$ cat src/rtl/sa_pkg.sv
package sa_pkg;
  localparam int SA_NUM    = 5;  // Sa4..Sa8
  localparam int SW_PER_MF = 8;  // service words per multiframe
  localparam int BYTE_W    = 8;
  localparam int RD_W      = 4;
  localparam int WR_W      = 3;
  localparam int SEL_SW    = 5;  // per-frame register select
  localparam int RD_TX_OFS = 8;  // tx working bank read offset
  localparam int RD_TX_SW  = 13;
endpackage

$ cat src/rtl/sa_rx_capture.sv
module sa_rx_capture #(
  parameter int SA_NUM = 5,
  parameter int SW     = 8,
  parameter int BYTE_W = 8,
  localparam int IDX_W = (SW > 1) ? $clog2(SW) : 1
) (
  input  logic              clk_i,
  input  logic              rst_ni,
  input  logic              cap_en_i,
  input  logic              commit_i,
  input  logic              sw_en_i,
  input  logic [IDX_W-1:0]  idx_i,
  input  logic [BYTE_W-1:0] byte_i,
  output logic [SW-1:0]     sa_o [SA_NUM],
  output logic [BYTE_W-1:0] sw_o
);
  logic [SW-1:0] coll_q [SA_NUM];

  for (genvar j = 0; j < SA_NUM; j++) begin : g_sa
    always_ff @(posedge clk_i or negedge rst_ni) begin
      if (!rst_ni) begin
        coll_q[j] <= '0;
        sa_o[j]   <= '0;
      end else begin
        if (cap_en_i) coll_q[j][idx_i] <= byte_i[SA_NUM-1-j];
        if (commit_i) sa_o[j] <= coll_q[j];
      end
    end
  end

  always_ff @(posedge clk_i or negedge rst_ni) begin
    if (!rst_ni)      sw_o <= '0;
    else if (sw_en_i) sw_o <= byte_i;
  end
endmodule

$ cat src/rtl/sa_tx_insert.sv
module sa_tx_insert #(
  parameter int SA_NUM = 5,
  parameter int SW     = 8,
  parameter int BYTE_W = 8,
  parameter int WR_W   = 3,
  parameter int SEL_SW = 5,
  localparam int IDX_W = (SW > 1) ? $clog2(SW) : 1
) (
  input  logic              clk_i,
  input  logic              rst_ni,
  input  logic              wr_en_i,
  input  logic [WR_W-1:0]   wr_sel_i,
  input  logic [BYTE_W-1:0] wr_data_i,
  input  logic              load_i,
  input  logic              ins_en_i,
  input  logic              mf_mode_i,
  input  logic [IDX_W-1:0]  idx_i,
  input  logic [BYTE_W-1:0] byte_i,
  output logic [BYTE_W-1:0] byte_o,
  output logic [SW-1:0]     work_o [SA_NUM],
  output logic [BYTE_W-1:0] sw_o
);
  logic [SW-1:0] shad_q [SA_NUM];

  for (genvar j = 0; j < SA_NUM; j++) begin : g_sa
    always_ff @(posedge clk_i or negedge rst_ni) begin
      if (!rst_ni) begin
        work_o[j] <= '0;
        shad_q[j] <= '0;
      end else begin
        if (wr_en_i && wr_sel_i == WR_W'(j)) work_o[j] <= wr_data_i[SW-1:0];
        if (load_i) shad_q[j] <= work_o[j];
      end
    end
  end

  always_ff @(posedge clk_i or negedge rst_ni) begin
    if (!rst_ni) sw_o <= '0;
    else if (wr_en_i && wr_sel_i == WR_W'(SEL_SW)) sw_o <= wr_data_i;
  end

  always_comb begin
    byte_o = byte_i;
    if (ins_en_i) begin
      for (int j = 0; j < SA_NUM; j++) begin
        byte_o[SA_NUM-1-j] = mf_mode_i ? shad_q[j][idx_i] : sw_o[SA_NUM-1-j];
      end
    end
  end
endmodule

$ cat src/rtl/sa_irq_flags.sv
module sa_irq_flags #(
  parameter int N = 2
) (
  input  logic         clk_i,
  input  logic         rst_ni,
  input  logic [N-1:0] set_i,
  input  logic [N-1:0] ack_i,
  output logic [N-1:0] flag_o
);
  for (genvar i = 0; i < N; i++) begin : g_flag
    always_ff @(posedge clk_i or negedge rst_ni) begin
      if (!rst_ni)       flag_o[i] <= 1'b0;
      else if (set_i[i]) flag_o[i] <= 1'b1;  // set wins over ack
      else if (ack_i[i]) flag_o[i] <= 1'b0;
    end
  end
endmodule

$ cat src/rtl/sa_access.sv
module sa_access
  import sa_pkg::*;
#(
  parameter int N_SA  = SA_NUM,
  parameter int N_SW  = SW_PER_MF,
  parameter int DW    = BYTE_W,
  localparam int IDX_W = (N_SW > 1) ? $clog2(N_SW) : 1
) (
  input  logic          clk_i,
  input  logic          rst_ni,
  input  logic          frame_stb_i,
  input  logic          svc_word_i,
  input  logic          mf_start_i,
  input  logic          mf_mode_i,
  input  logic          ts0_transp_i,
  input  logic [DW-1:0] rx_ts0_i,
  input  logic [DW-1:0] tx_ts0_i,
  output logic [DW-1:0] tx_ts0_o,
  input  logic          wr_en_i,
  input  logic [WR_W-1:0] wr_sel_i,
  input  logic [DW-1:0] wr_data_i,
  input  logic [RD_W-1:0] rd_sel_i,
  output logic [DW-1:0] rd_data_o,
  input  logic [1:0]    irq_ack_i,
  output logic          rx_mb_irq_o,
  output logic          tx_mb_irq_o
);
  logic             mf_evt, svc_evt;
  logic [IDX_W-1:0] idx_q;
  logic [N_SW-1:0]  rx_sa   [N_SA];
  logic [N_SW-1:0]  tx_work [N_SA];
  logic [DW-1:0]    rx_sw, tx_sw;
  logic [1:0]       flags;

  assign mf_evt  = frame_stb_i & mf_start_i;
  assign svc_evt = frame_stb_i & svc_word_i & ~mf_start_i;

  // service-word position within the multiframe
  always_ff @(posedge clk_i or negedge rst_ni) begin
    if (!rst_ni)      idx_q <= '0;
    else if (mf_evt)  idx_q <= '0;
    else if (svc_evt) idx_q <= (idx_q == IDX_W'(N_SW-1)) ? '0 : idx_q + 1'b1;
  end

  sa_rx_capture #(.SA_NUM(N_SA), .SW(N_SW), .BYTE_W(DW)) u_rx (
    .clk_i    (clk_i),
    .rst_ni   (rst_ni),
    .cap_en_i (svc_evt & mf_mode_i),
    .commit_i (mf_evt & mf_mode_i),
    .sw_en_i  (svc_evt & ~mf_mode_i),
    .idx_i    (idx_q),
    .byte_i   (rx_ts0_i),
    .sa_o     (rx_sa),
    .sw_o     (rx_sw)
  );

  sa_tx_insert #(.SA_NUM(N_SA), .SW(N_SW), .BYTE_W(DW), .WR_W(WR_W), .SEL_SW(SEL_SW)) u_tx (
    .clk_i     (clk_i),
    .rst_ni    (rst_ni),
    .wr_en_i   (wr_en_i),
    .wr_sel_i  (wr_sel_i),
    .wr_data_i (wr_data_i),
    .load_i    (mf_evt & mf_mode_i),
    .ins_en_i  (svc_evt & ~ts0_transp_i),
    .mf_mode_i (mf_mode_i),
    .idx_i     (idx_q),
    .byte_i    (tx_ts0_i),
    .byte_o    (tx_ts0_o),
    .work_o    (tx_work),
    .sw_o      (tx_sw)
  );

  sa_irq_flags #(.N(2)) u_irq (
    .clk_i  (clk_i),
    .rst_ni (rst_ni),
    .set_i  ({2{mf_evt & mf_mode_i}}),
    .ack_i  (irq_ack_i),
    .flag_o (flags)
  );

  assign rx_mb_irq_o = flags[0];
  assign tx_mb_irq_o = flags[1];

  always_comb begin
    rd_data_o = '0;
    for (int j = 0; j < N_SA; j++) begin
      if (rd_sel_i == RD_W'(j))             rd_data_o = DW'(rx_sa[j]);
      if (rd_sel_i == RD_W'(RD_TX_OFS + j)) rd_data_o = DW'(tx_work[j]);
    end
    if (rd_sel_i == RD_W'(SEL_SW))   rd_data_o = rx_sw;
    if (rd_sel_i == RD_W'(RD_TX_SW)) rd_data_o = tx_sw;
  end
endmodule

$ cat config.mk
export PLATFORM = sky130hd
export DESIGN_NAME = sa_access
export DESIGN_NICKNAME = d
export VERILOG_FILES = /design/src/rtl/sa_pkg.sv /design/src/rtl/sa_rx_capture.sv /design/src/rtl/sa_tx_insert.sv /design/src/rtl/sa_irq_flags.sv /design/src/rtl/sa_access.sv
export SDC_FILE = /design/constraint.sdc
export NUM_CORES = 1
export LEC_CHECK = 0
export BUFFER_PORTS_ARGS = -buffer_cell sky130_fd_sc_hd__buf_2
export CAP_MARGIN = 20
export CORE_ASPECT_RATIO = 0.9
export CORE_MARGIN = 8
export CORE_UTILIZATION = 55
export DETAILED_ROUTE_END_ITERATION = 8
export PLACE_DENSITY_LB_ADDON = 0.3
export SETUP_SLACK_MARGIN = 0.02
export SYNTH_ARGS = -nofsm -noshare
export SYNTH_HDL_FRONTEND = slang
export SYNTH_SLANG_ARGS = --single-unit
$ cat constraint.sdc
create_clock -name clk_i -period 2.66 [get_ports clk_i]
set_clock_uncertainty 0.05 [all_clocks]
set_input_delay 0.798 -clock clk_i [delete_from_list [all_inputs] [get_ports clk_i]]
set_output_delay 0.798 -clock clk_i [all_outputs]
set_load 0.005 [all_outputs]
==> flow_summary.yaml, run 1 <==
synth:
  ys_async_sr_fraction_pct: 100
  yosys.area.top_type: "dfrtp_1"
  ys_top_cells_by_area: "dfrtp_1 (53%), mux2_2 (25%), mux4_2 (2.9%), mux2i_1 (2.8%), buf_2 (1.2%)"
  netlist_top_cells_count: "mux2_2 (188), dfrtp_1 (181), mux2i_1 (24)"
  yosysWarnings: 0
  yosysSeqAreaShare_pct: 53.0
  synth_seq_cells: 181
  syn-instance-count: 620
  synth_area_um2: 8550
  synthFlopType: "dfrtp_1"
  synth-edff-count: 0
  synthesis.nets: 663
  synth_cell_type_count: 51
  syn_area_per_cell_um2: 13.8
  synth_top_area_share_pct: 53.0
  yosysMostFrequentCell: "mux2_2"
detailed_routing:
  vias: 5718
  drc: 0
  wl_per_cell_um: 23.8
  detail-route-antenna-nets: 0
  vias_per_cell: 6.11
  drtPass1Iterations: 5
  routed_wl_mm: 22.3
  drtIter0Drc: 394
status:
  status: "finished with violations"
  violations: "setup timing"
timing:
  period_share_pct: 111
  setup-violations-final: 13
  fin_ws_ns: -0.286
  rsz0062_at_grt: "yes"
  hold_viol_final: 0
  drv_slew: 0
  worstMarginPinSlew_ns: 0.586
  max_slew_margin_pct: 60.9
  min_period_ns: 2.95
  max_freq_mhz: 339
power:
  leakagePower_nw: 4.87
  power_density_nw_per_um2: 794
  ir_drop_mv: 0.533
grt:
  grt.busiest_layer: "met2"
  grt_overflow_total: 0
  met2_usage_pct: 39.1
  grt_pass1_vias: 6243
  grt_pass1_wl_mm: 35.4
  grt_antenna_before_repair: 0
  grt_max_degree: 59
  grt_usage_pct: 23.4
  use_met3_pct: 4.85
  grtUsageMet1_pct: 29.3
placed_design:
  gp_congestion: 0.912
  post-dp-hpwl_mm: 15.1
  dpl_cell_area_um2: 9400
  port_buffers: 52
  dpl_worst_slack_ns: -0.522
setup_path:
  worstPathRequired_ns: 1.81
  r2r_slack_ns: 0.66
  crit_slowest_cell: "dfrtp_2"
  worstPathCellList: "buf_4 > nor2b_1 > a221oi_1 > o2111ai_1 > a22o_1 > buf_2"
  crit_path_max_fanout: 8
  cp.arrival_ns: 2.10
  start_kind: "flop"
  endpoint_kind: "primary output"
  critPathBufInv: 2
  path_class: "flop to primary output"
  cp_slowest_stage_delay_ns: 0.49
  critPathTopFamily: "compound AO/OA/AOI/OAI gates"
clocking:
  cts_buffer_depth: 2
  clock_latency_ns: 0.43
  cts_inserted_buffers: 17
  h-tree-depth: 4
  clock-sinks: 181
  cts_tree: "yes"
  cts.clk_slew.worst_paths_ns: 0.07
  cts-root-buf: "clkbuf_16"
worst_hold_path:
  hold_class: "input port to asynchronous set/reset pin"
final_layout:
  num_antenna_cells: 0
  fin_nets: 764
  design_area_um2: 10600
  multi_input_area_um2: 4020
  fillers: 1049
  final_layout_size_suffix_gt1_share_pct: 55.6
  area_growth_pct: 23.9
  seq_area_um2: 4530
floorplan:
  start_util_pct: 55.8
  die_area_um2: 19800
  core_area_um2: 15300
  io_pins: 59
  die_w_um: 147
  std_cell_rows: 43
  die_y_um: 134
job:
  drv_cap: 0
[cells in the final DEF (no fill, tap or decap), types with 3 or more instances in the layout]
cell type     n
nor2_1       12
and3_1        7
a22o_1        6
o32ai_2       5
nor3_2        3
buf_4        46
clkinvlp_4    3
mux2i_1      21
buf_6        14
bufinv_16     6
o21ai_0       6
nand2_1      18
buf_12       11
o22ai_1       7
nor3_4        4
nor2b_1       3
buf_2        48
a211oi_4      3
nor4bb_4      4
mux4_2       11
dfrtp_1     179
nand3_1       3
mux2_2      185
clkbuf_16    18
o21ai_1       7
mux2_4        3
nand4b_1      5
a211oi_2      5
a21o_1        7
a21oi_1      12
inv_1        11
[worst reg2reg max path: stages (launching register included)]
cell and delay [ns]:
dfrtp_2 0.45, buf_4 0.18, inv_1 0.17, nand3_2 0.26
nor3_4 0.40, mux2_2 0.39
[metal layers]
metal	vias up	routed length [um]
met5	-	0
met4	0	571
met3	39	853
met2	151	11200
met1	3037	9660
li1	2491	-
[registers in the layout (all words and copies together) (netlist names)]
| register | flops |
|---|---|
| idx_q | 3 |
| u_irq.flag_o | 2 |
| u_rx.coll_q | 40 |
| u_rx.sa_o | 40 |
| u_rx.sw_o | 8 |
| u_tx.shad_q | 40 |
| u_tx.sw_o | 8 |
| u_tx.work_o | 40 |
[timing repair]
item                       4_1_cts  5_1_grt
buffers inserted                11        0
gates resized for setup         63       20
cloned                           2        1
pin swaps                       20       13
hold buffers                     0        0
setup endpoints to repair       13       13
[report_power, final]
group	leakage, nW	internal, mW	switching (mW)
Clock	0.322	1.81	1.05
Sequential	2.30	3.38	0.484
Combinational	2.25	0.991	0.693
Total	4.87	6.19	2.23
[per-stage QoR]
step,util (%),std cells,setup TNS [ns],power [mW],hold WS (ns)
CTS,68.4,935,-2.83,8.38,0.313
floorplan,-,620,-0.118,4.76,0.420
global placement,61.3,890,-3.63,5.28,0.433
finish,69.1,936,-2.86,8.42,0.301
detailed placement,61.3,890,-4.09,5.38,0.438
global route,69.1,936,-3.62,8.76,0.327
[final timing paths]
kind | to | cells past startpoint | from
setup reg to reg | u_rx.coll_q[26] | 5 | idx_q[2]
hold reg to reg | u_rx.sa_o[24] | 1 | u_rx.coll_q[24]
min in group clk_i | u_rx.sa_o[24] | 1 | u_rx.coll_q[24]
max in group asynchronous | u_rx.coll_q[6] | 2 | rst_ni
hold / removal | u_tx.sw_o[0] | 1 | rst_ni
setup / recovery | tx_ts0_o[1] | 6 | idx_q[0]
[final cells by class]
type                    instances  share of cell area [%]
clock buffers                  20                    4.31
well taps                     202                    2.38
clock inverters                12                    2.13
flip-flops and latches        181                    42.8
multi-input cells             385                    38.0
inverters                      13                   0.472
repair buffers                123                    9.99
[logic make-up after synthesis]
logic type / share of synthesized area [%]
adder cells (fa/ha/maj): 0.293
AO/OA/AOI/OAI: 6.19
flip-flops: 53.0
AND/OR/NAND/NOR: 6.67
buffers and inverters: 3.42
multiplexers: 30.5
(Power assumes the default switching activity.)
==> run 2, diff against run 1 <==
--- a/config.mk
+++ b/config.mk
@@ -7,2 +7,3 @@
 export LEC_CHECK = 0
+export ABC_AREA = 1
 export BUFFER_PORTS_ARGS = -buffer_cell sky130_fd_sc_hd__buf_2
@@ -11,3 +12,3 @@
 export CORE_MARGIN = 8
-export CORE_UTILIZATION = 55
+export CORE_UTILIZATION = 54
 export DETAILED_ROUTE_END_ITERATION = 8
--- a/constraint.sdc
+++ b/constraint.sdc
@@ -4,2 +4,2 @@
 set_output_delay 0.798 -clock clk_i [all_outputs]
-set_load 0.005 [all_outputs]
+set_load 0.1 [all_outputs]
==> flow_summary.yaml, run 2 <==
grt:
  grt_max_degree: 74
  grt_pass1_vias: 6885
  grt_usage_pct: 25.2
  grt_antenna_before_repair: 0
  grt_pass1_wl_mm: 36.6
  grt_overflow_total: 0
final_layout:
  mostFrequentLayoutCell: "nand2_1"
  design_area_um2: 10500
  seq_area_um2: 4530
  area_growth_pct: 31.2
  fillers: 1031
  num_antenna_cells: 0
  fin_nets: 1040
  multi_input_area_um2: 3670
  finalCoreUtilization_pct: 71.9
  final_cell_mix: "nand2_1 (213), dfrtp_1 (178), o21ai_0 (140)"
  final_layout_size_suffix_gt1_share_pct: 31.0
detailed_routing:
  drc: 0
  routed_wl_mm: 23.2
  vias: 6899
  wl_per_cell_um: 19.2
  drtPass1Iterations: 6
  vias_per_cell: 5.71
  drtIter0Drc: 647
  detail-route-antenna-nets: 0
placed_design:
  port_buffers: 52
  gp_congestion: 0.873
  post-dp-hpwl_mm: 15.4
  dpl_cell_area_um2: 9280
clocking:
  cts.clk_slew.worst_paths_ns: 0.07
  clock_latency_ns: 0.43
  postCtsHoldBufs: 0
  cts_inserted_buffers: 17
  cts-root-buf: "clkbuf_16"
  cts_tree: "yes"
  cts_buffer_depth: 2
  clock-sinks: 181
  h-tree-depth: 4
power:
  power_density_nw_per_um2: 736
  leakagePower_nw: 5.02
  ir_drop_mv: 0.547
timing:
  max_freq_mhz: 328
  max_slew_margin_pct: 58.2
  tns_ns: -3.71
  drv_slew: 0
  fin_ws_ns: -0.392
  setup-violations-final: 13
  period_share_pct: 115
  worstMarginPinSlew_ns: 0.625
  rsz0062_at_grt: "yes"
  hold_viol_final: 0
  min_period_ns: 3.05
synth:
  synth_seq_cells: 181
  synth_cell_type_count: 30
  ys_top_cells_by_area: "dfrtp_1 (57%), nand2_1 (12%), o21ai_0 (9.0%), mux2_2 (5.3%), inv_1 (4.2%)"
  syn-instance-count: 900
  yosysSeqAreaShare_pct: 56.6
  yosysMostFrequentCell: "nand2_1"
  yosysWarnings: 0
  synthFlopType: "dfrtp_1"
  synthesis.nets: 943
  synth_top_area_share_pct: 56.6
  synth-edff-count: 0
  syn_area_per_cell_um2: 8.90
  yosys.area.top_type: "dfrtp_1"
  synth_area_um2: 8010
  netlist_top_cells_count: "nand2_1 (246), dfrtp_1 (181), o21ai_0 (144)"
  ys_async_sr_fraction_pct: 100
job:
  drv_cap: 0
setup_path:
  r2r_end: "u_rx.coll_q[24]"
  crit_slowest_cell: "nor2_2"
  worstPathRequired_ns: 1.81
  worstPathCellList: "buf_4 > inv_4 > nor2_4 > buf_12 > nand3_1 > nand3_2 > nor2_2 > nand4_1 > nand2_1 > nand3_2 > nand2_4 > nand2_8 > buf_12"
  r2r_slack_ns: 1.01
  cp.arrival_ns: 2.20
  start_kind: "input port"
  cp_slowest_stage_delay_ns: 0.17
  endpoint_kind: "primary output"
  crit_path_max_fanout: 9
  path_class: "input port to primary output"
  timing.rr.start: "idx_q[2]"
  reg2regPathDepth: 6
  cp-startpoint: "rd_sel_i[0]"
floorplan:
  start_util_pct: 54.8
  std_cell_rows: 42
  io_pins: 59
  core_area_um2: 14600
  die_y_um: 132
  die_w_um: 144
  die_area_um2: 19000
worst_hold_path:
  hold_class: "input port to asynchronous set/reset pin"
status:
  violations: "setup timing"
  status: "finished with violations"
run 2: cell types whose count changed after synthesis, sizes merged, moves of 8 or more:
| cell | previous run | this run |
|---|---|---|
| clkbuf | 7 | 17 |
| buf | 34 | 13 |
| a21oi | 12 | 23 |
| mux4 | 11 | 0 |
| nand2 | 20 | 246 |
| inv | 12 | 96 |
| nand4 | 0 | 9 |
| mux2i | 24 | 0 |
| nand3 | 5 | 54 |
| o21ai | 13 | 149 |
| nor2 | 13 | 46 |
| mux2 | 188 | 38 |
| or2 | 0 | 8 |
run 2: power by group:
| part | switching [mW] | internal (mW) |
|---|---|---|
| logic | 0.961 | 0.623 |
| registers | 0.375 | 3.29 |
| clock network | 1.14 | 1.34 |
run 2: per-layer routing:
metal	wire length (um)	share of wire (%)	vias to the layer above	track usage [%]
li1	-	-	3127	-
met1	9180	40	3385	31.8
met2	11100	48	310	40.0
met3	2040	8.8	77	7.17
met4	857	3.7	0	9.71
met5	0	0	-	0
run 2: cell type report:
class                           count  area share [%]
Clock inverter                     14            1.37
Tap cell                          198            2.36
Sequential cell                   181            43.1
Inverter                           96            3.82
Clock buffer                       18            4.18
Timing Repair Buffer              108            10.2
Multi-Input combinational cell    593            34.9
run 2: cells by family after synthesis:
logic type | share of synthesized area [%]
fa+ha+maj | 0.312
compound gates | 11.7
buf+inv | 6.20
flops | 56.6
simple gates | 19.9
mux | 5.34
run 2: timing repair:
| action | 4_1_cts | 5_1_grt |
|---|---|---|
| pin swaps | 40 | 39 |
| hold endpoints to repair | 0 | 0 |
| resized for setup | 80 | 60 |
| endpoints found under the setup margin | 13 | 13 |
| buffers inserted | 12 | 3 |
run 2: worst max path at each step:
stage          slack [ns]      endpoint  depth (start not counted)
2_1_floorplan       -0.07  rd_data_o[2]                         12
3_3_place_gp        -0.46  rd_data_o[3]                         12
3_5_place_dp        -0.48  rd_data_o[0]                         11
4_1_cts             -0.34  rd_data_o[0]                         12
5_1_grt             -0.44  rd_data_o[7]                         12
6_report            -0.39  rd_data_o[3]                         13
run 2: stage by stage:
stage | hold WS, ns | worst slack [ns] | instances | power [mW]
after global routing | 0.285 | -0.441 | 1208 | 8.04
after detailed placement | 0.419 | -0.481 | 1161 | 5.05
after floorplan | 0.396 | -0.0748 | 900 | 4.49
final | 0.259 | -0.392 | 1208 | 7.73
after global placement | 0.412 | -0.464 | 1161 | 5.00
after CTS | 0.276 | -0.342 | 1205 | 7.61
run 2: worst max-delay path: cells and delay by family:
family                 cells  cell delay [ns]
and+or+nand+nor            9             0.90
buffers and inverters      4             0.50
==> run 3, diff against run 2 <==
CORE_ASPECT_RATIO = 0.5   (was 0.9)
clock period = 2.79 ns   (was 2.66 ns; I/O delays follow)
==> flow_summary.yaml, run 3 (same netlist as run 2, synthesis figures left out) <==
final_layout:
  fillers: 972
  fin_nets: 1040
  finalCoreUtilization_pct: 71.6
  design_area_um2: 10400
  mostFrequentLayoutCell: "nand2_1"
  area_growth_pct: 29.4
  final_layout_size_suffix_gt1_share_pct: 29.3
  final_cell_mix: "nand2_1 (215), dfrtp_1 (178), o21ai_0 (139)"
  num_antenna_cells: 0
  multi_input_area_um2: 3550
  seq_area_um2: 4530
setup_path:
  worst_path_most_repeated_cell: "nor2_4"
  endpoint_kind: "primary output"
  cp.arrival_ns: 2.31
  crit_path_max_fanout: 8
  start_kind: "input port"
  cp_slowest_stage_delay_ns: 0.25
  worstPathRequired_ns: 1.90
  worstPathCellList: "buf_8 > nor2_4 > inv_2 > buf_6 > nor2_4 > a21oi_2 > nand4_1 > nand2_1 > nand3_2 > nand2_4 > nand2_8 > buf_12"
  critPathTopFamily: "simple AND/OR/NAND/NOR gates"
  crit_slowest_cell: "nor2_4"
  path_class: "input port to primary output"
  critPathBufInv: 4
detailed_routing:
  wl_met1_mm: 10.4
  wl_per_cell_um: 20.8
  highest-signal-layer: "met5"
  vias: 7162
  wl_met2_mm: 11.0
  vias_per_cell: 5.93
  dr_wl_met3_mm: 2.87
  drtPass1Iterations: 6
  detail-route-antenna-nets: 0
  drtIter0Drc: 700
  routed_wl_mm: 25.1
  drc: 0
grt:
  grt_max_degree: 74
  grt_pass1_wl_mm: 38.8
  grt_antenna_before_repair: 1
  grt_usage_pct: 26.4
  grt_overflow_total: 0
  grt_pass1_vias: 6928
clocking:
  cts_buffer_depth: 2
  cts.clk_slew.worst_paths_ns: 0.07
  h-tree-depth: 4
  postCtsHoldBufs: 0
  clock-sinks: 181
  cts_tree: "yes"
  cts_inserted_buffers: 17
  clock_latency_ns: 0.44
  cts-root-buf: "clkbuf_16"
status:
  violations: "setup timing"
  status: "finished with violations"
power:
  ir_drop_mv: 0.501
  power_density_nw_per_um2: 715
  leakagePower_nw: 4.97
placed_design:
  gp_congestion: 0.990
  dpl_worst_slack_ns: -0.438
  post-dp-hpwl_mm: 16.4
  dpl_cell_area_um2: 9170
  port_buffers: 52
floorplan:
  die_w_um: 188
  std_cell_rows: 31
  die_area_um2: 19200
  io_pins: 59
  core_area_um2: 14500
  die_y_um: 102
  start_util_pct: 55.4
timing:
  min_period_ns: 3.19
  worstMarginPinSlew_ns: 0.704
  period_share_pct: 115
  drv_slew: 0
  max_freq_mhz: 313
  rsz0062_at_grt: "yes"
  max_slew_margin_pct: 52.9
  hold_viol_final: 0
  setup-violations-final: 13
  fin_ws_ns: -0.405
job:
  drv_cap: 0
worst_hold_path:
  hold_class: "input port to asynchronous set/reset pin"
[run 3: cell types whose count changed in the layout (fill, tap and decap cells not counted), sizes merged]
| cell | delta |
|---|---|
| clkinvlp | -1 |
| nor2 | +1 |
| buf | -1 |
| clkbuf | -1 |
| inv | +5 |
| clkinv | -2 |
| bufinv | -1 |
[run 3: final timing paths]
path / slack [ns] / cells after the start / to / from
min reg2reg: 0.44 / 2 / u_rx.coll_q[27] / u_rx.coll_q[27]
max in group asynchronous: 1.78 / 2 / idx_q[0] / rst_ni
min: 0.21 / 1 / u_irq.flag_o[1] / rst_ni
min in group clk_i: 0.44 / 2 / u_rx.coll_q[27] / u_rx.coll_q[27]
max: -0.40 / 12 / rd_data_o[2] / rd_sel_i[2]
max reg2reg: 0.98 / 7 / u_rx.coll_q[16] / idx_q[2]
[run 3: metrics by stage]
stage	cells	hold slack [ns]	power, mW	setup TNS [ns]
floorplan	900	0.396	4.28	-0.334
global placement	1152	0.413	4.78	-3.38
detailed placement	1152	0.420	4.84	-3.52
CTS	1203	0.218	7.29	-2.66
global route	1208	0.214	7.69	-4.43
finish	1208	0.211	7.41	-3.73
[run 3: report_power, final]
part	switching (mW)	internal, mW
Sequential	0.390	3.13
Clock	1.17	1.18
Combinational	0.940	0.592
Total	2.50	4.91
[run 3: what timing repair did]
item | 4_1_cts | 5_1_grt
endpoints found under the setup margin | 13 | 13
pin swaps | 65 | 35
buffers inserted | 19 | 8
resized for setup | 100 | 31
gates cloned | 1 | 0
[run 3: cell type report]
class	instances	area share (%)
inverter	96	3.84
clock buffer	17	4.11
timing repair buffer	107	10.3
multi-input combinational	594	34.3
clock inverter	15	1.30
sequential	181	43.7
tap	198	2.39
[run 3: routing by layer]
metal | track usage (%) | vias up
li1 | - | 3122
met1 | 34.9 | 3483
met2 | 40.5 | 458
met3 | 7.73 | 97
met4 | 10.9 | 2
met5 | 0 | -
